**src/rtl/pixrow_pkg.sv**
```systemverilog
package pixrow_pkg;

    typedef enum logic [2:0] {
        F_RESET,
        F_INTEG,
        F_WAIT,
        F_TRACK,
        F_SUB
    } front_state_t;

    typedef enum logic [1:0] {
        C_IDLE,
        C_START,
        C_BUSY
    } conv_state_t;

    function automatic int bits_for(input int value);
        return (value < 2) ? 1 : $clog2(value + 1);
    endfunction

endpackage

```
**src/rtl/pixrow_front.sv**
```systemverilog
module pixrow_front
    import pixrow_pkg::*;
#(
    parameter int NUM_ROWS  = 144,
    parameter int INTEG_W   = 16,
    parameter int RST_CYC   = 4,
    parameter int TRACK_CYC = 8,
    parameter int SUB_CYC   = 4
) (
    input  logic                        clk,
    input  logic                        rst_n,
    input  logic [INTEG_W-1:0]          integ_cycles,
    input  logic                        conv_busy,
    output logic                        pix_rst,
    output logic                        row_sel,
    output logic                        clamp,
    output logic                        samp_hold,
    output logic                        handoff,
    output logic [$clog2(NUM_ROWS)-1:0] row_idx,
    output logic                        frame_start
);

    localparam int ROW_W  = $clog2(NUM_ROWS);
    localparam int PH_MAX = (RST_CYC > TRACK_CYC)
                          ? ((RST_CYC > SUB_CYC) ? RST_CYC : SUB_CYC)
                          : ((TRACK_CYC > SUB_CYC) ? TRACK_CYC : SUB_CYC);
    localparam int PH_W   = bits_for(PH_MAX);
    localparam int CNT_W  = (INTEG_W > PH_W) ? INTEG_W : PH_W;
    localparam logic [CNT_W-1:0] RST_LAST = CNT_W'(RST_CYC - 1);
    localparam logic [CNT_W-1:0] TRK_LAST = CNT_W'(TRACK_CYC - 1);
    localparam logic [CNT_W-1:0] SUB_LAST = CNT_W'(SUB_CYC - 1);
    localparam logic [ROW_W-1:0] ROW_LAST = ROW_W'(NUM_ROWS - 1);

    front_state_t     state;
    logic [CNT_W-1:0] cnt;
    logic [CNT_W-1:0] integ_last;

    assign integ_last = (integ_cycles == '0) ? '0 : CNT_W'(integ_cycles) - 1'b1;

    always_ff @(posedge clk or negedge rst_n) begin
        if (!rst_n) begin
            state       <= F_RESET;
            cnt         <= '0;
            row_idx     <= '0;
            frame_start <= 1'b0;
        end else begin
            frame_start <= 1'b0;
            unique case (state)
                F_RESET: begin
                    if (cnt == RST_LAST) begin
                        state <= F_INTEG;
                        cnt   <= '0;
                    end else begin
                        cnt <= cnt + 1'b1;
                    end
                end
                F_INTEG: begin
                    if (cnt == integ_last) begin
                        state <= conv_busy ? F_WAIT : F_TRACK;
                        cnt   <= '0;
                    end else begin
                        cnt <= cnt + 1'b1;
                    end
                end
                F_WAIT: begin
                    if (!conv_busy) begin
                        state <= F_TRACK;
                    end
                end
                F_TRACK: begin
                    if (cnt == TRK_LAST) begin
                        state <= F_SUB;
                        cnt   <= '0;
                    end else begin
                        cnt <= cnt + 1'b1;
                    end
                end
                F_SUB: begin
                    if (cnt == SUB_LAST) begin
                        state       <= F_RESET;
                        cnt         <= '0;
                        row_idx     <= (row_idx == ROW_LAST) ? '0 : row_idx + 1'b1;
                        frame_start <= (row_idx == ROW_LAST);
                    end else begin
                        cnt <= cnt + 1'b1;
                    end
                end
                default: begin
                    state <= F_RESET;
                    cnt   <= '0;
                end
            endcase
        end
    end

    always_comb begin
        pix_rst   = 1'b0;
        row_sel   = 1'b0;
        clamp     = 1'b0;
        samp_hold = 1'b0;
        handoff   = 1'b0;
        unique case (state)
            F_RESET: pix_rst = 1'b1;
            F_INTEG: ;
            F_WAIT:  ;
            F_TRACK: begin
                row_sel   = 1'b1;
                clamp     = 1'b1;
                samp_hold = 1'b1;
            end
            F_SUB: begin
                pix_rst   = 1'b1;
                row_sel   = 1'b1;
                samp_hold = 1'b1;
                handoff   = (cnt == SUB_LAST);
            end
            default: ;
        endcase
    end

endmodule

```
**src/rtl/pixrow_colconv.sv**
```systemverilog
module pixrow_colconv
    import pixrow_pkg::*;
#(
    parameter int NUM_ROWS = 144,
    parameter int NUM_COLS = 176
) (
    input  logic                        clk,
    input  logic                        rst_n,
    input  logic                        handoff,
    input  logic [$clog2(NUM_ROWS)-1:0] handoff_row,
    input  logic                        adc_done,
    output logic                        conv_busy,
    output logic                        adc_start,
    output logic [$clog2(NUM_COLS)-1:0] col_idx,
    output logic [$clog2(NUM_ROWS)-1:0] conv_row
);

    localparam int COL_W = $clog2(NUM_COLS);
    localparam logic [COL_W-1:0] COL_LAST = COL_W'(NUM_COLS - 1);

    conv_state_t state;

    always_ff @(posedge clk or negedge rst_n) begin
        if (!rst_n) begin
            state    <= C_IDLE;
            col_idx  <= '0;
            conv_row <= '0;
        end else begin
            unique case (state)
                C_IDLE: begin
                    if (handoff) begin
                        state    <= C_START;
                        col_idx  <= '0;
                        conv_row <= handoff_row;
                    end
                end
                C_START: state <= C_BUSY;
                C_BUSY: begin
                    if (adc_done) begin
                        if (col_idx == COL_LAST) begin
                            state <= C_IDLE;
                        end else begin
                            state   <= C_START;
                            col_idx <= col_idx + 1'b1;
                        end
                    end
                end
                default: state <= C_IDLE;
            endcase
        end
    end

    always_comb begin
        adc_start = 1'b0;
        conv_busy = 1'b1;
        unique case (state)
            C_IDLE:  conv_busy = 1'b0;
            C_START: adc_start = 1'b1;
            C_BUSY:  ;
            default: ;
        endcase
    end

endmodule

```
**src/rtl/pixel_row_sequencer.sv**
```systemverilog
module pixel_row_sequencer #(
    parameter int NUM_ROWS  = 144,
    parameter int NUM_COLS  = 176,
    parameter int INTEG_W   = 16,
    parameter int RST_CYC   = 4,
    parameter int TRACK_CYC = 8,
    parameter int SUB_CYC   = 4
) (
    input  logic                        clk,
    input  logic                        rst_n,
    input  logic [INTEG_W-1:0]          integ_cycles,
    input  logic                        adc_done,
    output logic                        pix_rst,
    output logic                        row_sel,
    output logic                        clamp,
    output logic                        samp_hold,
    output logic [$clog2(NUM_ROWS)-1:0] row_idx,
    output logic                        adc_start,
    output logic [$clog2(NUM_COLS)-1:0] col_idx,
    output logic [$clog2(NUM_ROWS)-1:0] conv_row,
    output logic                        frame_start
);

    logic conv_busy;
    logic handoff;

    pixrow_front #(
        .NUM_ROWS  (NUM_ROWS),
        .INTEG_W   (INTEG_W),
        .RST_CYC   (RST_CYC),
        .TRACK_CYC (TRACK_CYC),
        .SUB_CYC   (SUB_CYC)
    ) u_front (
        .clk          (clk),
        .rst_n        (rst_n),
        .integ_cycles (integ_cycles),
        .conv_busy    (conv_busy),
        .pix_rst      (pix_rst),
        .row_sel      (row_sel),
        .clamp        (clamp),
        .samp_hold    (samp_hold),
        .handoff      (handoff),
        .row_idx      (row_idx),
        .frame_start  (frame_start)
    );

    pixrow_colconv #(
        .NUM_ROWS (NUM_ROWS),
        .NUM_COLS (NUM_COLS)
    ) u_conv (
        .clk         (clk),
        .rst_n       (rst_n),
        .handoff     (handoff),
        .handoff_row (row_idx),
        .adc_done    (adc_done),
        .conv_busy   (conv_busy),
        .adc_start   (adc_start),
        .col_idx     (col_idx),
        .conv_row    (conv_row)
    );

endmodule

```
**config.mk**
```make
export PLATFORM = sky130hd
export DESIGN_NAME = pixel_row_sequencer
export DESIGN_NICKNAME = d
export VERILOG_FILES = /design/src/rtl/pixrow_pkg.sv /design/src/rtl/pixrow_front.sv /design/src/rtl/pixrow_colconv.sv /design/src/rtl/pixel_row_sequencer.sv
export SDC_FILE = /design/constraint.sdc
export NUM_CORES = 1
export LEC_CHECK = 0
export BUFFER_PORTS_ARGS = -buffer_cell sky130_fd_sc_hd__buf_2
export CORE_ASPECT_RATIO = 1.75
export CORE_UTILIZATION = 55
export CTS_CLUSTER_SIZE = 25
export DETAILED_ROUTE_END_ITERATION = 8
export GPL_TIMING_DRIVEN = 0
export PLACE_DENSITY = 0.78
export SYNTH_ARGS = -nofsm -noshare
export SYNTH_HDL_FRONTEND = slang
export SYNTH_SLANG_ARGS = --single-unit
```
**constraint.sdc**
```tcl
create_clock -name clk -period 6 [get_ports clk]
set_input_delay 0.6 -clock clk [delete_from_list [all_inputs] [get_ports clk]]
set_output_delay 0.6 -clock clk [all_outputs]
set_load 0.01 [all_outputs]
```
==> flow_summary.yaml <==
floorplan:
  die-area_sq_um: 6170
  row_count: 36
  design.core.area_sq_um: 5590
  ios: 49
  die_height_um: 103
  initial_core_util: 0.576
  dieWidth_um: 59.8
placement:
  portBuffers: 46
  place.detailed.hpwl_um: 6110
  place.gp.congestion: 0.927
  dpl_worst_slack_ns: 2.70
  dp_cells: 490
  placed_area_sq_um: 3540
worst_setup_path:
  worstReg2RegStart: "u_front.cnt[7]"
  worstRegToRegCells: 9
  path_class: "register to register"
  arrival_time_at_the_worst_endpoint_ns: 3.31
  cp_data_required_time_ns: 6.19
  startpoint: "u_front.cnt[7]"
  startpoint_type: "register"
  critical_path_sink_type: "register"
  critical_path.max_fanout: 9
synth:
  post_synth_most_frequent_cells: "sky130_fd_sc_hd__dfrtp_1 (46), sky130_fd_sc_hd__nand2_1 (25), sky130_fd_sc_hd__nor2_1 (25)"
  synth.cell_area_sq_um: 3220
  postSynthAreaPerCell_sq_um: 8.74
  synth_cell_types: 65
  syn-instance-count: 368
  synth_sequential_area_ratio: 0.358
  yosys-top-cells-area: "sky130_fd_sc_hd__dfrtp_1 (36%), sky130_fd_sc_hd__nand4_1 (3.7%), sky130_fd_sc_hd__xor2_1 (3.5%)"
  synth.largest_area_cell: "sky130_fd_sc_hd__dfrtp_1"
  edff_count_synth: 0
  synth_warnings: 0
  synth.top_cell.area_share: 0.358
  flip_flop_and_latch_count_after_synthesis: 46
  post-synth-top-count-cell: "sky130_fd_sc_hd__dfrtp_1"
  synth_async_sr_flop_share: 1.00
  syn_nets: 391
  postSynth.topFlopCell: "sky130_fd_sc_hd__dfrtp_1"
sta:
  setup_tns_ns: 0
  grt_setup_unrepaired: "false"
  period_share: 0.521
  final.setup_skew_ns: 0.00677
  actual_transition_at_the_worst_max_transition_pin_ns: 0.992
  final_critical_path_setup_slack_ns: 2.88
  highest_clock_rate_mhz: 320
  slew_headroom: 0.339
  slew_violations: 0
  timing.final.hold_violations: 0
  final_period_minus_worst_setup_slack_ns: 3.12
  finalSetupViolations: 0
power_and_ir_drop:
  power_switching_share: 0.290
  post-layout-total-power_w: 0.000626
  max-vdd-ir-drop_v: 0.0000986
  p_int_w: 0.000445
  p_leak_nw: 1.64
  p_seq_frac: 0.551
  p_clk_frac: 0.298
  power.switching_w: 0.000182
  combPwrFrac: 0.151
  p_per_area_nw_per_um2: 173
route:
  via_count: 3048
  via_per_inst: 6.12
  postRouteAntennaNets: 0
  route.detailed.drc: 0
  dr.pass1.iters: 5
  wire_per_inst_um: 15.9
  drt_iter0_drc: 156
  wl_um: 7930
clock_tree:
  clock_path_buffers: 2
  clock_tree.htree_level_count: 2
  clock_sinks: 46
  cts_root_buf: "sky130_fd_sc_hd__clkbuf_8"
  worst_setup_hold_path_clk_slew_ns: 0.09
  ctsResizeCount: 0
  clk-insertion-delay-late_ns: 0.29
  post_cts_hold_buffer_count: 0
  post-cts-setup-buffer-count: 0
  clock_tree_from_tritoncts: "built"
  cts_made_buffers: 5
final_layout:
  num-fill-cells: 529
  final_design_instance_area_without_fill_sq_um: 3630
  antenna_cells_inserted: 0
  fraction_of_layout_cells_with_a_size_suffix_above_1: 0.190
  final-instance-count-excl-fill: 498
  design.final.nets: 444
  area_delta_synth_final_pct: 12.9
job:
  cap_viol_max_count: 0
min_path:
  hold_path.class: "input port to asynchronous set/reset pin"
global_route:
  global_route_wire_length_before_repair_um: 12600
  antenna_violations_before_repair: 0
  grt_pass1_vias: 2869
  grt_max_degree: 47
  grt.overflow.total: 0
  global_route.usage.total: 0.268
run_status:
  result_of_the_run: "finished, final reports clean"
[power by group through the flow]
| stage | sequential, W | combinational, W | clock (W) |
|---|---|---|---|
| after global placement | 0.000351 | 0.0000911 | 0 |
| after floorplan | 0.000354 | 0.0000468 | 0 |
| final | 0.000345 | 0.0000943 | 0.000187 |
| after global routing | 0.000348 | 0.000106 | 0.000202 |
| after CTS | 0.000345 | 0.0000944 | 0.000190 |
| after detailed placement | 0.000351 | 0.0000940 | 0 |
[metrics by stage]
stage | utilization | hold slack (ns)
detailed placement | 0.634 | 0.480
CTS | 0.650 | 0.497
global route | 0.650 | 0.523
floorplan | - | 0.304
global placement | 0.634 | 0.464
finish | 0.650 | 0.458
[area by class of cell]
| class | count | area, sq um | share of cell area |
|---|---|---|---|
| Buffer | 22 | 104 | 0.0286 |
| Timing Repair Buffer | 46 | 230 | 0.0634 |
| Sequential cell | 46 | 1150 | 0.317 |
| Clock inverter | 3 | 21.3 | 0.00586 |
| Clock buffer | 5 | 68.8 | 0.0190 |
| Inverter | 19 | 71.3 | 0.0196 |
| Tap cell | 76 | 95.1 | 0.0262 |
| Multi-Input combinational cell | 281 | 1890 | 0.520 |
[layer usage]
| metal | share of wire | vias to the layer above | GRT usage |
|---|---|---|---|
| met1 | 0.38 | 1444 | 0.266 |
| met3 | 0.038 | 18 | 0.0263 |
| met4 | 0.030 | 0 | 0.129 |
| li1 | - | 1477 | - |
| met2 | 0.55 | 109 | 0.526 |
| met5 | 0 | - | 0 |
[registers in the layout, summed over array words and instances (netlist names)]
signal,flops
u_conv.col_idx,8
u_conv.conv_row,8
u_conv.state,2
u_front.cnt,16
u_front.frame_start,1
u_front.row_idx,8
u_front.state,3
[cell usage in the layout, fill, tap and decap left out, types with 9 or more instances in the layout]
master / n
sky130_fd_sc_hd__inv_1: 19
sky130_fd_sc_hd__nand4_1: 19
sky130_fd_sc_hd__mux2i_1: 10
sky130_fd_sc_hd__a21oi_1: 9
sky130_fd_sc_hd__dfrtp_1: 46
sky130_fd_sc_hd__xor2_1: 13
sky130_fd_sc_hd__a31oi_1: 18
sky130_fd_sc_hd__nor2_1: 25
sky130_fd_sc_hd__o21ai_0: 11
sky130_fd_sc_hd__nand2_1: 25
sky130_fd_sc_hd__nand3_1: 19
sky130_fd_sc_hd__nor3_1: 13
sky130_fd_sc_hd__and3_1: 9
sky130_fd_sc_hd__buf_2: 48
sky130_fd_sc_hd__clkbuf_1: 16
[logic make-up (layout without fill, tap and decap cells)]
kind of cell / after synthesis / in the layout / share of synthesized area
fa+ha+maj: 4 / 4 / 0.0156
xor+xnor: 21 / 21 / 0.0572
compound gates: 75 / 75 / 0.160
simple gates: 159 / 159 / 0.281
buf+inv: 41 / 95 / 0.0545
flops: 46 / 46 / 0.358
mux: 22 / 22 / 0.0743
[worst max-delay path, stage by stage, from the launching register on]
cell,delay [ns]
sky130_fd_sc_hd__dfrtp_1,0.37
sky130_fd_sc_hd__clkbuf_1,0.20
sky130_fd_sc_hd__nor4_1,0.58
sky130_fd_sc_hd__nand4_1,0.28
sky130_fd_sc_hd__o21ai_0,0.31
sky130_fd_sc_hd__o211ai_1,0.17
sky130_fd_sc_hd__nor4b_2,0.27
sky130_fd_sc_hd__o2111ai_2,0.25
sky130_fd_sc_hd__nand2_2,0.26
sky130_fd_sc_hd__mux2_4,0.32
[path summary, 6_finish.rpt]
kind / end / slack [ns]
worst max register to register: u_front.state[0] / 2.88
min in group clk: u_conv.conv_row[7] / 0.49
worst min register to register: u_conv.conv_row[7] / 0.49
worst max-delay path: u_front.state[0] / 2.88
max in group asynchronous: u_conv.col_idx[6] / 4.92
worst min-delay path: u_front.row_idx[3] / 0.46
No activity file was read; power rests on OpenSTA's default activity.
